**config.mk**
```make
export PLATFORM = sky130hd
export DESIGN_NAME = icache_dm
export DESIGN_NICKNAME = d
export VERILOG_FILES = /design/src/rtl/icache_pkg.sv /design/src/rtl/icache_store.sv /design/src/rtl/icache_fill_ctrl.sv /design/src/rtl/icache_perf.sv /design/src/rtl/icache_dm.sv
export SDC_FILE = /design/constraint.sdc
export NUM_CORES = 1
export LEC_CHECK = 0
export ABC_AREA = 1
export BUFFER_PORTS_ARGS = -buffer_cell sky130_fd_sc_hd__buf_2
export CORE_MARGIN = 3
export CORE_UTILIZATION = 35
export CTS_CLUSTER_DIAMETER = 150
export DETAILED_ROUTE_END_ITERATION = 12
export PLACE_DENSITY = 0.6
export SETUP_SLACK_MARGIN = 0.02
export SLEW_MARGIN = 15
export SYNTH_ARGS = -nofsm -noshare
export SYNTH_HDL_FRONTEND = slang
export SYNTH_SLANG_ARGS = --single-unit
```
**constraint.sdc**
```tcl
create_clock -name clk -period 6.8 [get_ports clk]
set_input_delay 2.04 -clock clk [delete_from_list [all_inputs] [get_ports clk]]
set_output_delay 2.04 -clock clk [all_outputs]
set_load 0.02 [all_outputs]
```
**src/rtl/icache_pkg.sv**
```systemverilog
package icache_pkg;

    localparam int ADDR_W = 32;
    localparam int WORD_W = 32;
    localparam int CNT_W  = 64;

    typedef enum logic [1:0] {
        ST_IDLE = 2'd0,
        ST_REQ  = 2'd1,
        ST_RECV = 2'd2
    } fill_state_e;

    typedef struct packed {
        logic [CNT_W-1:0] hits;
        logic [CNT_W-1:0] misses;
        logic [CNT_W-1:0] cycles;
    } perf_cnt_t;

    // nominal cost of a miss for a given line length in words
    function automatic int miss_cost(input int words);
        return (words == 1) ? 5 : (3 + words);
    endfunction

    function automatic int bits_min1(input int v);
        return (v > 1) ? $clog2(v) : 1;
    endfunction

endpackage

```
**src/rtl/icache_store.sv**
```systemverilog
module icache_store
    import icache_pkg::*;
#(
    parameter int CACHE_WORDS = 32,
    parameter int WPL         = 4
) (
    input  logic              clk,
    input  logic              rst,
    input  logic [29:0]       lk_waddr,
    output logic              lk_hit,
    output logic [WORD_W-1:0] lk_data,
    input  logic [29:0]       fill_waddr,
    input  logic              inval_en,
    input  logic              wr_en,
    input  logic [WORD_W-1:0] wr_data,
    input  logic              set_en
);
    localparam int WADDR_W = $clog2(CACHE_WORDS);
    localparam int LINES   = CACHE_WORDS / WPL;
    localparam int OFFS_W  = $clog2(WPL);
    localparam int IDX_W   = bits_min1(LINES);
    localparam int TAG_W   = 30 - WADDR_W;

    logic [LINES-1:0]        valid_q;
    logic [TAG_W-1:0]        tag_q  [LINES];
    logic [WORD_W-1:0]       data_q [CACHE_WORDS];

    logic [WADDR_W-1:0] lk_slot, fl_slot;
    logic [IDX_W-1:0]   lk_line, fl_line;

    always_comb begin
        lk_slot = lk_waddr[WADDR_W-1:0];
        fl_slot = fill_waddr[WADDR_W-1:0];
        lk_line = IDX_W'(lk_slot >> OFFS_W);
        fl_line = IDX_W'(fl_slot >> OFFS_W);
        lk_hit  = valid_q[lk_line] && (tag_q[lk_line] == lk_waddr[29:WADDR_W]);
        lk_data = data_q[lk_slot];
    end

    always_ff @(posedge clk) begin
        if (rst) begin
            valid_q <= '0;
        end else if (inval_en) begin
            valid_q[fl_line] <= 1'b0;
        end else if (set_en) begin
            valid_q[fl_line] <= 1'b1;
        end
    end

    always_ff @(posedge clk) begin
        if (set_en) begin
            tag_q[fl_line] <= fill_waddr[29:WADDR_W];
        end
        if (wr_en) begin
            data_q[fl_slot] <= wr_data;
        end
    end

    AST_COLD_AFTER_RESET: assert property (@(posedge clk) disable iff (rst)
        $past(rst) |-> !lk_hit);

endmodule

```
**src/rtl/icache_fill_ctrl.sv**
```systemverilog
module icache_fill_ctrl
    import icache_pkg::*;
#(
    parameter int WPL = 4
) (
    input  logic              clk,
    input  logic              rst,
    input  logic              fetch_valid,
    input  logic [ADDR_W-1:0] fetch_addr,
    output logic              fetch_ready,
    input  logic              lk_hit,
    output logic              done,
    output logic              done_miss,
    output logic              mem_req_valid,
    output logic [ADDR_W-1:0] mem_req_addr,
    input  logic              mem_req_ready,
    input  logic              mem_rsp_valid,
    output logic [29:0]       fill_waddr,
    output logic              inval_en,
    output logic              wr_en,
    output logic              set_en
);
    localparam int BEAT_W = bits_min1(WPL);
    localparam logic [ADDR_W-1:0] LINE_MASK = ADDR_W'(WPL * 4 - 1);

    fill_state_e       state_q;
    logic [BEAT_W-1:0] beat_q;
    logic [ADDR_W-1:0] base_q;
    logic              pend_q;
    logic              start_fill;

    always_comb begin
        start_fill    = (state_q == ST_IDLE) && fetch_valid && !lk_hit;
        fetch_ready   = (state_q == ST_IDLE) && lk_hit;
        done          = fetch_valid && fetch_ready;
        done_miss     = done && pend_q;
        mem_req_valid = (state_q == ST_REQ);
        mem_req_addr  = base_q;
        wr_en         = (state_q == ST_RECV) && mem_rsp_valid;
        set_en        = wr_en && (beat_q == BEAT_W'(WPL - 1));
        inval_en      = start_fill;
        fill_waddr    = start_fill ? fetch_addr[31:2] : (base_q[31:2] + 30'(beat_q));
    end

    always_ff @(posedge clk) begin
        if (rst) begin
            state_q <= ST_IDLE;
            beat_q  <= '0;
            base_q  <= '0;
            pend_q  <= 1'b0;
        end else begin
            case (state_q)
                ST_IDLE: begin
                    if (start_fill) begin
                        state_q <= ST_REQ;
                        base_q  <= fetch_addr & ~LINE_MASK;
                        pend_q  <= 1'b1;
                    end else if (done) begin
                        pend_q  <= 1'b0;
                    end
                end
                ST_REQ: begin
                    if (mem_req_ready) begin
                        state_q <= ST_RECV;
                        beat_q  <= '0;
                    end
                end
                ST_RECV: begin
                    if (wr_en) begin
                        beat_q <= beat_q + 1'b1;
                        if (set_en) state_q <= ST_IDLE;
                    end
                end
                default: state_q <= ST_IDLE;
            endcase
        end
    end

    AST_LINE_ALIGNED: assert property (@(posedge clk) disable iff (rst)
        mem_req_valid |-> ((mem_req_addr & LINE_MASK) == '0));

    AST_REQ_HELD: assert property (@(posedge clk) disable iff (rst)
        mem_req_valid && !mem_req_ready |=> mem_req_valid && $stable(mem_req_addr));

    AST_READY_AFTER_FILL: assert property (@(posedge clk) disable iff (rst)
        $past(set_en) && fetch_valid && $past(fetch_valid) && $stable(fetch_addr)
        |-> fetch_ready);

endmodule

```
**src/rtl/icache_perf.sv**
```systemverilog
module icache_perf
    import icache_pkg::*;
#(
    parameter int MISS_COST = 7
) (
    input  logic      clk,
    input  logic      rst,
    input  logic      done,
    input  logic      done_miss,
    output perf_cnt_t cnt
);
    perf_cnt_t cnt_q;

    always_ff @(posedge clk) begin
        if (rst) begin
            cnt_q <= '0;
        end else if (done) begin
            if (done_miss) begin
                cnt_q.misses <= cnt_q.misses + 1'b1;
                cnt_q.cycles <= cnt_q.cycles + CNT_W'(MISS_COST);
            end else begin
                cnt_q.hits   <= cnt_q.hits + 1'b1;
                cnt_q.cycles <= cnt_q.cycles + 1'b1;
            end
        end
    end

    assign cnt = cnt_q;

    AST_ONE_COUNT: assert property (@(posedge clk) disable iff (rst)
        $past(done) |-> (cnt_q.hits + cnt_q.misses) ==
                        ($past(cnt_q.hits) + $past(cnt_q.misses) + 1));

    AST_CYCLE_SUM: assert property (@(posedge clk) disable iff (rst)
        cnt_q.cycles == cnt_q.hits + cnt_q.misses * CNT_W'(MISS_COST));

endmodule

```
**src/rtl/icache_dm.sv**
```systemverilog
module icache_dm
    import icache_pkg::*;
#(
    parameter int CACHE_WORDS = 32,
    parameter int WPL         = 4,
    parameter int MISS_COST   = miss_cost(WPL)
) (
    input  logic        clk,
    input  logic        rst,
    input  logic        fetch_valid,
    input  logic [31:0] fetch_addr,
    output logic        fetch_ready,
    output logic [31:0] fetch_instr,
    output logic        mem_req_valid,
    output logic [31:0] mem_req_addr,
    input  logic        mem_req_ready,
    input  logic        mem_rsp_valid,
    input  logic [31:0] mem_rsp_data,
    output logic [63:0] hit_count,
    output logic [63:0] miss_count,
    output logic [63:0] cycle_count
);
    logic        lk_hit, done, done_miss;
    logic        inval_en, wr_en, set_en;
    logic [29:0] fill_waddr;
    perf_cnt_t   cnt;

    icache_store #(.CACHE_WORDS(CACHE_WORDS), .WPL(WPL)) u_store (
        .clk        (clk),
        .rst        (rst),
        .lk_waddr   (fetch_addr[31:2]),
        .lk_hit     (lk_hit),
        .lk_data    (fetch_instr),
        .fill_waddr (fill_waddr),
        .inval_en   (inval_en),
        .wr_en      (wr_en),
        .wr_data    (mem_rsp_data),
        .set_en     (set_en)
    );

    icache_fill_ctrl #(.WPL(WPL)) u_ctrl (
        .clk           (clk),
        .rst           (rst),
        .fetch_valid   (fetch_valid),
        .fetch_addr    (fetch_addr),
        .fetch_ready   (fetch_ready),
        .lk_hit        (lk_hit),
        .done          (done),
        .done_miss     (done_miss),
        .mem_req_valid (mem_req_valid),
        .mem_req_addr  (mem_req_addr),
        .mem_req_ready (mem_req_ready),
        .mem_rsp_valid (mem_rsp_valid),
        .fill_waddr    (fill_waddr),
        .inval_en      (inval_en),
        .wr_en         (wr_en),
        .set_en        (set_en)
    );

    icache_perf #(.MISS_COST(MISS_COST)) u_perf (
        .clk       (clk),
        .rst       (rst),
        .done      (done),
        .done_miss (done_miss),
        .cnt       (cnt)
    );

    assign hit_count   = cnt.hits;
    assign miss_count  = cnt.misses;
    assign cycle_count = cnt.cycles;

endmodule

```
Word-level counts from Yosys, hierarchy flattened --
Memory sizes are Yosys's and may differ from the RTL's. Cells that the tools add are included.
Storage, ports and cells: memories kept 2, logic and storage cells 73, RAM bits 1224, register bits after elaboration 233, input port bits 69
Cells by class: order comparisons 3, reductions and logical operators 20, bitwise gates (word level) 4, mux-type cells 22, $add $sub $neg 6, equal/unequal tests 8
Memories:
- u_store.data_q | words 32, width 32, rd ports 1, clocked after Yosys merged registers in 0, wr ports 1, line icache_store.sv:26 | logic [WORD_W-1:0] data_q [CACHE_WORDS];
- u_store.tag_q | words 8, width 25, rd ports 1, clocked after Yosys merged registers in 0, wr ports 1, line icache_store.sv:25 | logic [TAG_W-1:0] tag_q [LINES];
Operator list (number):
- adder 64 x 1 -> 64 bit (second input constant) | 3
- adder 64 x 3 -> 64 bit (second input constant) | 1
- 2-to-1 mux 64 bit | 1
- adder 30 x 2 -> 30 bit | 1
- 2-to-1 mux 30 bit | 1
- equality test 25 bit | 1
- 2-to-1 mux 8 bit | 2
- 2-to-1 mux 2 bit | 6
- logical AND 1 bit | 9
- AND 8 bit | 1
- < comparator 3 x 4 -> 1 bit (second input constant) | 2
- 2-to-1 mux 1 bit | 8
- NOT 8 bit | 1
- OR 8 bit | 1
- AND reduction 2 bit | 4
- one-hot mux 2 bit (3 select lines) | 1
- nonzero test 2 bit | 3
- equality test 2 bit (second input constant) | 2
- != test 2 x 1 -> 1 bit (second input constant) | 2
- != test 2 bit (second input constant) | 2
- one-hot mux 2 bit (2 select lines) | 1
- AND reduction 4 bit | 1
- binary-select mux 1 bit (select 3 bit) | 1
- demux 1 bit (select 3 bit) | 1
- other kinds (7) | 7

Depth between registers and ports, before layout --
Gate-level depths: netlist of the first run.
depth after elaboration 13, mapped depth 36, mapped depth without buffers 33

Hierarchy --
From an unflattened synthesis of the first run, not the netlist that was laid out.
Unflattened totals: cell total of the unflattened synthesis 6019, area total of the unflattened synthesis 62429.9 um^2
Modules (own cells, without submodules):
- icache_store | cells an instance 3785, times used 1, area an instance 49354.8 um^2
- icache_perf | cells an instance 1940, times used 1, area an instance 11282.1 um^2
- icache_fill_ctrl | cells an instance 294, times used 1, area an instance 1793.0 um^2

Worst setup path after synthesis of the first run --
OpenSTA, ideal clock, no wires.
kind input -> output, from input fetch_addr[2], to output fetch_instr[12], arrival time 4.112 ns, stages on the path 9, path slack 0.648 ns, cells stage by stage clkbuf_1 clkbuf_1 clkbuf_1 clkbuf_1 clkbuf_1 nor2_1 o221ai_1 nand3_1 a32oi_1
On the way: longest elaborated chain between the ends 1
Ends and longest elaborated chain:
- start, declared | line icache_dm.sv:11 | input logic [31:0] fetch_addr,
- memory read (32 x 32 bit)
- end, declared | line icache_dm.sv:13 | output logic [31:0] fetch_instr,
Every way passes these cells.

Worst setup path after layout of the first run --
from input fetch_addr[4], to output fetch_instr[9]
The elaborated chain is that of the path after synthesis.

==> reports/metrics.yaml, run 1 <==
sta:
  finalWorstSetupSlack_ns: 0.226
  fin_crit_ns: 6.57
  setup_viol: 0
  fin_skew_ns: 0.0301
  worstMarginPinSlew_ns: 1.05
  holdWs_ns: 0.444
  slew_violations: 0
  timing_hold_violations_final: 0
  fmaxAchievable_ghz: 0.152
  max_slew_margin_pct: 30.0
  fin_setup_tns_ns: 0
  rsz0062_at_grt: "false"
  finalCritPeriodShare_pct: 96.7
routing:
  dr.pass1.iters: 6
  drt-total-wl_um: 196000
  first_iter_violations: 4692
  avgViaCountPerCell: 5.36
  ant_nets: 0
  drc: 0
  wl_per_cell_um: 22.6
  vias: 46300
hold_path:
  min_path_type: "flop to flop"
  min_delay_path_depth: 2
synthesis:
  synthTopCellsByArea: "edfxtp_1 (59%), dfxtp_1 (7.5%), nor2_1 (6.7%)"
  ys_seq_area_share_pct: 66.6
  yosys.area.top_type_share_pct: 59.1
  netlist_instances: 5853
  yosys.area.top_type: "edfxtp_1"
  synth.distinct_cells: 52
  ys_ff_latch: 1457
  synth_commonest_cells: "edfxtp_1 (1224), nor2_1 (1108), nand2_1 (739)"
  avgSynthCellArea_um2: 10.6
  synth.most_common_cell: "edfxtp_1"
  async_reset_ff_share_pct: 0
  synth_edf_count: 1224
  yosysWarnings: 0
  synth-main-ff-cell: "edfxtp_1"
  syn_area_mm2: 0.0622
clocking:
  clock_path_buffers: 3
  clk_pin_slew_worst_paths_ns: 0.06
  clock_latency_ns: 0.78
  post-cts-setup-buffers: 0
  htree_levels: 4
  clock_sinks: 1457
  cts_buffers: 154
  ctsResizeCount: 0
  cts_hold_buf: 0
  cts_tree: "built"
  cts-root-buf: "clkbuf_16"
floorplanning:
  die_h_um: 428
  core_area_mm2: 0.176
  start_util_pct: 35.3
  die_area_mm2: 0.183
  core.rowCount: 154
  die_width_um: 428
  ios: 327
pwr:
  p_total_mw: 19.1
  p_clk_share_pct: 42.9
  share_seq_of_total_power_pct: 51.0
  p_sw_share_pct: 23.2
  cellPowerDensity_mw_per_mm2: 263
  combPwrFrac_pct: 6.1
  max-vdd-ir-drop_uv: 249
  p_leak_nw: 24.7
  p_switching_mw: 4.42
  p_int_mw: 14.7
grt:
  grt_overflow: 0
  gr-usage-all-layers_pct: 20.7
  grt_start_max_net_pins: 129
  antenna_found_initial: 20
  grt_pass1_wl_um: 282000
  grt_pass1_vias: 43000
placement:
  dp_slack_ns: 0.157
  placed_cells: 8366
  io_buffers: 320
  placed_area_mm2: 0.0676
  dp_hpwl_um: 116000
  gp_congestion: 0.934
critical_path:
  crit_path_max_fanout: 108
  crit_type: "primary input to output port"
  timing.rr.end: "u_perf.cnt[57]$_SDFFE_PP0N_"
  critPathRequiredTime_ns: 4.76
  cp-start-kind: "primary input"
  cp-end-kind: "output port"
  reg2reg_depth: 29
  rrSetupSlack_ns: 2.31
  r2r-start: "u_store.tag_q[6][17]$_DFFE_PP_"
  cp.arrival_ns: 4.53
finish:
  final_layout_size_suffix_gt1_share_pct: 12.3
  fin_area_mm2: 0.0725
  final_cells: 8650
  utilization_pct: 41.1
  final_net_count: 6257
  syn2layout_area_growth_pct: 16.5
status:
  status: "finished, final reports clean"
run:
  maxCapViolations: 0
power groups by stage:
stage / sequential, mW / clock (mW) / combinational, mW
finish: 9.73 / 8.19 / 1.17
CTS: 9.73 / 8.35 / 1.17
detailed placement: 9.92 / 0 / 1.17
global placement: 9.92 / 0 / 1.15
floorplan: 9.94 / 0 / 0.638
global route: 9.73 / 8.71 / 1.28
critical path, cell delays in order:
cell and delay (ns):
buf_8 0.15, inv_8 0.16, buf_4 0.21, buf_12 0.52
buf_4 0.32, o21ai_0 0.19, a32oi_1 0.39, buf_4 0.17
buf_2 0.22
cell usage in the layout (no fill, tap or decap), types with 158 or more instances in the layout:
cell,netlist,layout
nand2_1,739,739
o221ai_1,194,194
nor2_1,1108,1071
dfxtp_1,233,233
nand3_1,276,276
buf_2,26,314
inv_1,433,430
edfxtp_1,1224,1224
o21ai_0,625,625
clkbuf_16,0,158
sequential cells by signal (all words and copies together), names as in the netlist, named ones only:
name and count:
u_ctrl.mem_req_addr 28, u_ctrl.state_q 2, u_store.tag_q 200, u_ctrl.beat_q 2, u_store.data_q 1024, u_perf.cnt 192, u_ctrl.pend_q 1
routing by layer:
layer	global-route usage, %	up-vias	routed length [um]
met5	0	-	34
met4	6.87	6	6610
met3	3.77	353	15400
met2	32.5	1892	88900
met1	28.9	22800	84900
li1	-	21300	-
area by class of cell:
cell class              instances  area (um2)
fillers                     16900      104000
flip-flops and latches       1457       41400
multi-input cells            3644       18000
clock buffers                 199        4150
repair buffers                483        3510
well taps                    2340        2930
inverters                     442        1680
clock inverters                80         731
diodes                          5        12.5
cells by family (layout without fill, tap and decap cells):
logic type                 count (synthesis)  after routing  synth area share (%)
xor gates and xnor gates                 101            101                  1.42
other                                      1              9               0.00603
DFF                                     1457           1457                  66.6
buffers and inverters                    755           1204                  4.87
and+or+nand+nor                         2452           2452                  16.7
AOI/OAI and AO/OA                       1081           1081                  10.3
adders and majority gates                  6              6                 0.133
worst max-delay path by stage:
stage                  startpoint              end  slack, ns
global route        fetch_addr[4]   fetch_instr[9]       0.14
detailed placement  fetch_addr[4]   fetch_instr[9]       0.16
finish              fetch_addr[4]   fetch_instr[9]       0.23
floorplan           fetch_addr[2]  fetch_instr[12]       0.65
CTS                 fetch_addr[4]   fetch_instr[9]       0.16
global placement    fetch_addr[4]   fetch_instr[9]       0.15
Power figures use the tool's default switching activity.
==> inputs of run 2 (changes only) <==
Settings changed: PLACE_DENSITY 0.6 to 0.49.
==> run 2 against run 1 <==
Effect of this change:
- sequential cell count did not move
- sequential share of layout area is 0.22 points lower
- via count down 0.91%
- final cell count is 0.38% higher
- count of clock-buffer cells in the layout rose by 25
- non-clock buffer count is 21 higher
- register-to-register slack gained 0.02 ns
- largest power group unchanged
==> reports/metrics.yaml, run 2 (synthesized netlist as in run 1, its figures left out) <==
status:
  status: "finished, final reports clean"  # unchanged
sta:
  fin_setup_tns_ns: 0  # unchanged
  fin_crit_ns: 6.40  # was 6.57 ns
  fmaxAchievable_ghz: 0.156  # was 0.152 GHz
  fin_skew_ns: 0.0471  # was 0.0301 ns
  worstMarginPinSlew_ns: 1.18  # was 1.05 ns
  finalCritPeriodShare_pct: 94.1  # was 96.7%
  finalWorstSetupSlack_ns: 0.402  # was 0.226 ns
  setup_viol: 0  # unchanged
  max_slew_margin_pct: 21.3  # was 30.0%
  timing_hold_violations_final: 0  # unchanged
  slew_violations: 0  # unchanged
  rsz0062_at_grt: "false"  # unchanged
clocking:
  clock_path_buffers: 3  # unchanged
  cts_tree: "built"  # unchanged
  clock_latency_ns: 0.83  # was 0.78 ns
  htree_levels: 4  # unchanged
  ctsResizeCount: 0  # unchanged
  clk_pin_slew_worst_paths_ns: 0.06  # about the same
  post-cts-setup-buffers: 0  # unchanged
  clock_sinks: 1457  # unchanged
  cts-root-buf: "clkbuf_16"  # unchanged
  cts_buffers: 161  # was 154
  cts_hold_buf: 0  # unchanged
grt:
  grt_pass1_vias: 43300  # was 43000
  grt_pass1_wl_um: 298000  # was 282000 um
  grt_start_max_net_pins: 96  # was 129
  antenna_found_initial: 22  # was 20
  gr-usage-all-layers_pct: 21.9  # was 20.7%
  grt_overflow: 0  # unchanged
routing:
  ant_nets: 0  # unchanged
  drt-total-wl_um: 205000  # was 196000 um
  avgViaCountPerCell: 5.29  # was 5.36
  wl_per_cell_um: 23.6  # was 22.6 um
  vias: 45900  # was 46300
  first_iter_violations: 4158  # was 4692
  drc: 0  # unchanged
  dr.pass1.iters: 5  # was 6
critical_path:
  r2r-start: "u_store.tag_q[5][6]$_DFFE_PP_"  # was u_store.tag_q[6][17]$_DFFE_PP_
  crit_path_max_fanout: 16  # was 108
  cp-end-kind: "output port"  # unchanged
  path_cells: "buf_4, inv_2, buf_4, nand3_1, nand3b_1, nand2_1, nor2_1, and2_0, nand3b_1, nor4_1, buf_2"  # was buf_8, inv_8, buf_4, buf_12, buf_4, o21ai_0, a32oi_1, buf_4, buf_2
  crit_buf_inv: 4  # was 7
  timing.rr.end: "u_perf.cnt[57]$_SDFFE_PP0N_"  # unchanged
  crit_type: "primary input to output port"  # unchanged
  cp.arrival_ns: 4.36  # was 4.53 ns
  cp_slowest_cell: "buf_4"  # was buf_12
  reg2reg_depth: 31  # was 29
  max_stage_delay_ns: 0.34  # was 0.52 ns
  cp-start-kind: "primary input"  # unchanged
  critPathRequiredTime_ns: 4.76  # about the same
  crit_family: "simple AND/OR/NAND/NOR gates"  # was buffers and inverters
  rrSetupSlack_ns: 2.33  # was 2.31 ns
placement:
  dp_hpwl_um: 125000  # was 116000 um
  dp_slack_ns: 0.120  # was 0.157 ns
  io_buffers: 320  # unchanged
  gp_congestion: 0.922  # was 0.934
  placed_area_mm2: 0.0678  # was 0.0676 mm2
floorplanning:
  die_h_um: 428  # unchanged
  start_util_pct: 35.3  # unchanged
  die_width_um: 428  # unchanged
  die_area_mm2: 0.183  # unchanged
  ios: 327  # unchanged
  core_area_mm2: 0.176  # unchanged
  core.rowCount: 154  # unchanged
finish:
  layout_common_cells: "edfxtp_1 (1224), nor2_1 (1071), nand2_1 (739)"  # unchanged
  final_net_count: 6285  # was 6257
  largest_register_ffs: 1024  # unchanged
  fillers: 17100  # was 16900
  regArea_mm2: 0.0414  # unchanged
  syn2layout_area_growth_pct: 17.0  # was 16.5%
  layout_commonest_cell: "edfxtp_1"  # unchanged
  fin_area_mm2: 0.0727  # was 0.0725 mm2
  final_layout_size_suffix_gt1_share_pct: 12.5  # was 12.3%
  regMostFlops: "u_store.data_q"  # unchanged
  multi_input_area_mm2: 0.0180  # unchanged
  utilization_pct: 41.3  # was 41.1%
run:
  maxCapViolations: 0  # unchanged
pwr:
  share_seq_of_total_power_pct: 50.7  # was 51.0%
  combPwrFrac_pct: 6.2  # was 6.1%
  p_clk_share_pct: 43.1  # was 42.9%
  max-vdd-ir-drop_uv: 233  # was 249 uV
  p_switching_mw: 4.58  # was 4.42 mW
  p_sw_share_pct: 23.9  # was 23.2%
  p_leak_nw: 24.8  # was 24.7 nW
  cellPowerDensity_mw_per_mm2: 264  # was 263 mW/mm2
  p_int_mw: 14.6  # was 14.7 mW
hold_path:
  min_delay_path_depth: 2  # unchanged
  min_path_type: "flop to flop"  # unchanged
## run 2: worst max path at each step
stage | startpoint | to | slack, ns | depth (start not counted)
after global placement | fetch_addr[4] | u_perf.cnt[48]$_SDFFE_PP0N_ | 0.14 | 29
after CTS | fetch_addr[6] | fetch_ready | 0.33 | 10
after detailed placement | fetch_addr[6] | u_perf.cnt[48]$_SDFFE_PP0N_ | 0.12 | 26
after floorplan | fetch_addr[2] | fetch_instr[12] | 0.65 | 9
after global routing | fetch_addr[4] | fetch_ready | 0.08 | 15
final | fetch_addr[6] | fetch_ready | 0.40 | 11
## run 2: power groups by stage
stage	logic (mW)	registers, mW	clock network (mW)
after detailed placement	1.20	9.92	0
final	1.19	9.73	8.27
after CTS	1.20	9.73	8.45
after floorplan	0.638	9.94	0
after global placement	1.19	9.92	0
after global routing	1.31	9.73	8.81
## run 2: cell type report
type | count | share of cell area, %
diodes | 5 | 0.0172
clock buffers | 224 | 6.00
clock inverters | 67 | 0.801
inverters | 442 | 2.32
multi-input cells | 3644 | 24.8
flip-flops and latches | 1457 | 56.9
well taps | 2340 | 4.02
repair buffers | 504 | 5.11
## run 2: worst reg2reg max path: cells and delay by family (launching register included)
kind,cells,cell delay (ns)
buffers and inverters,6,0.53
AOI/OAI and AO/OA,2,0.17
adders and majority gates,1,0.23
DFF,1,0.35
and+or+nand+nor,22,3.05
## run 2: stage by stage
stage / std cells / total power [mW] / hold WS [ns]
floorplan: 5856 / 10.6 / 0.425
global placement: 8383 / 11.1 / 0.452
detailed placement: 8387 / 11.1 / 0.450
CTS: 8678 / 19.4 / 0.458
global route: 8680 / 19.8 / 0.478
finish: 8683 / 19.2 / 0.461
## run 2: layer usage
layer  vias up  wire length, um  GRT usage (%)
li1      21400                -              -
met1     22800            94300           31.2
met2      1372            93500           34.7
met3       311            11400           3.37
met4         8             5760           6.47
met5         -               49              0
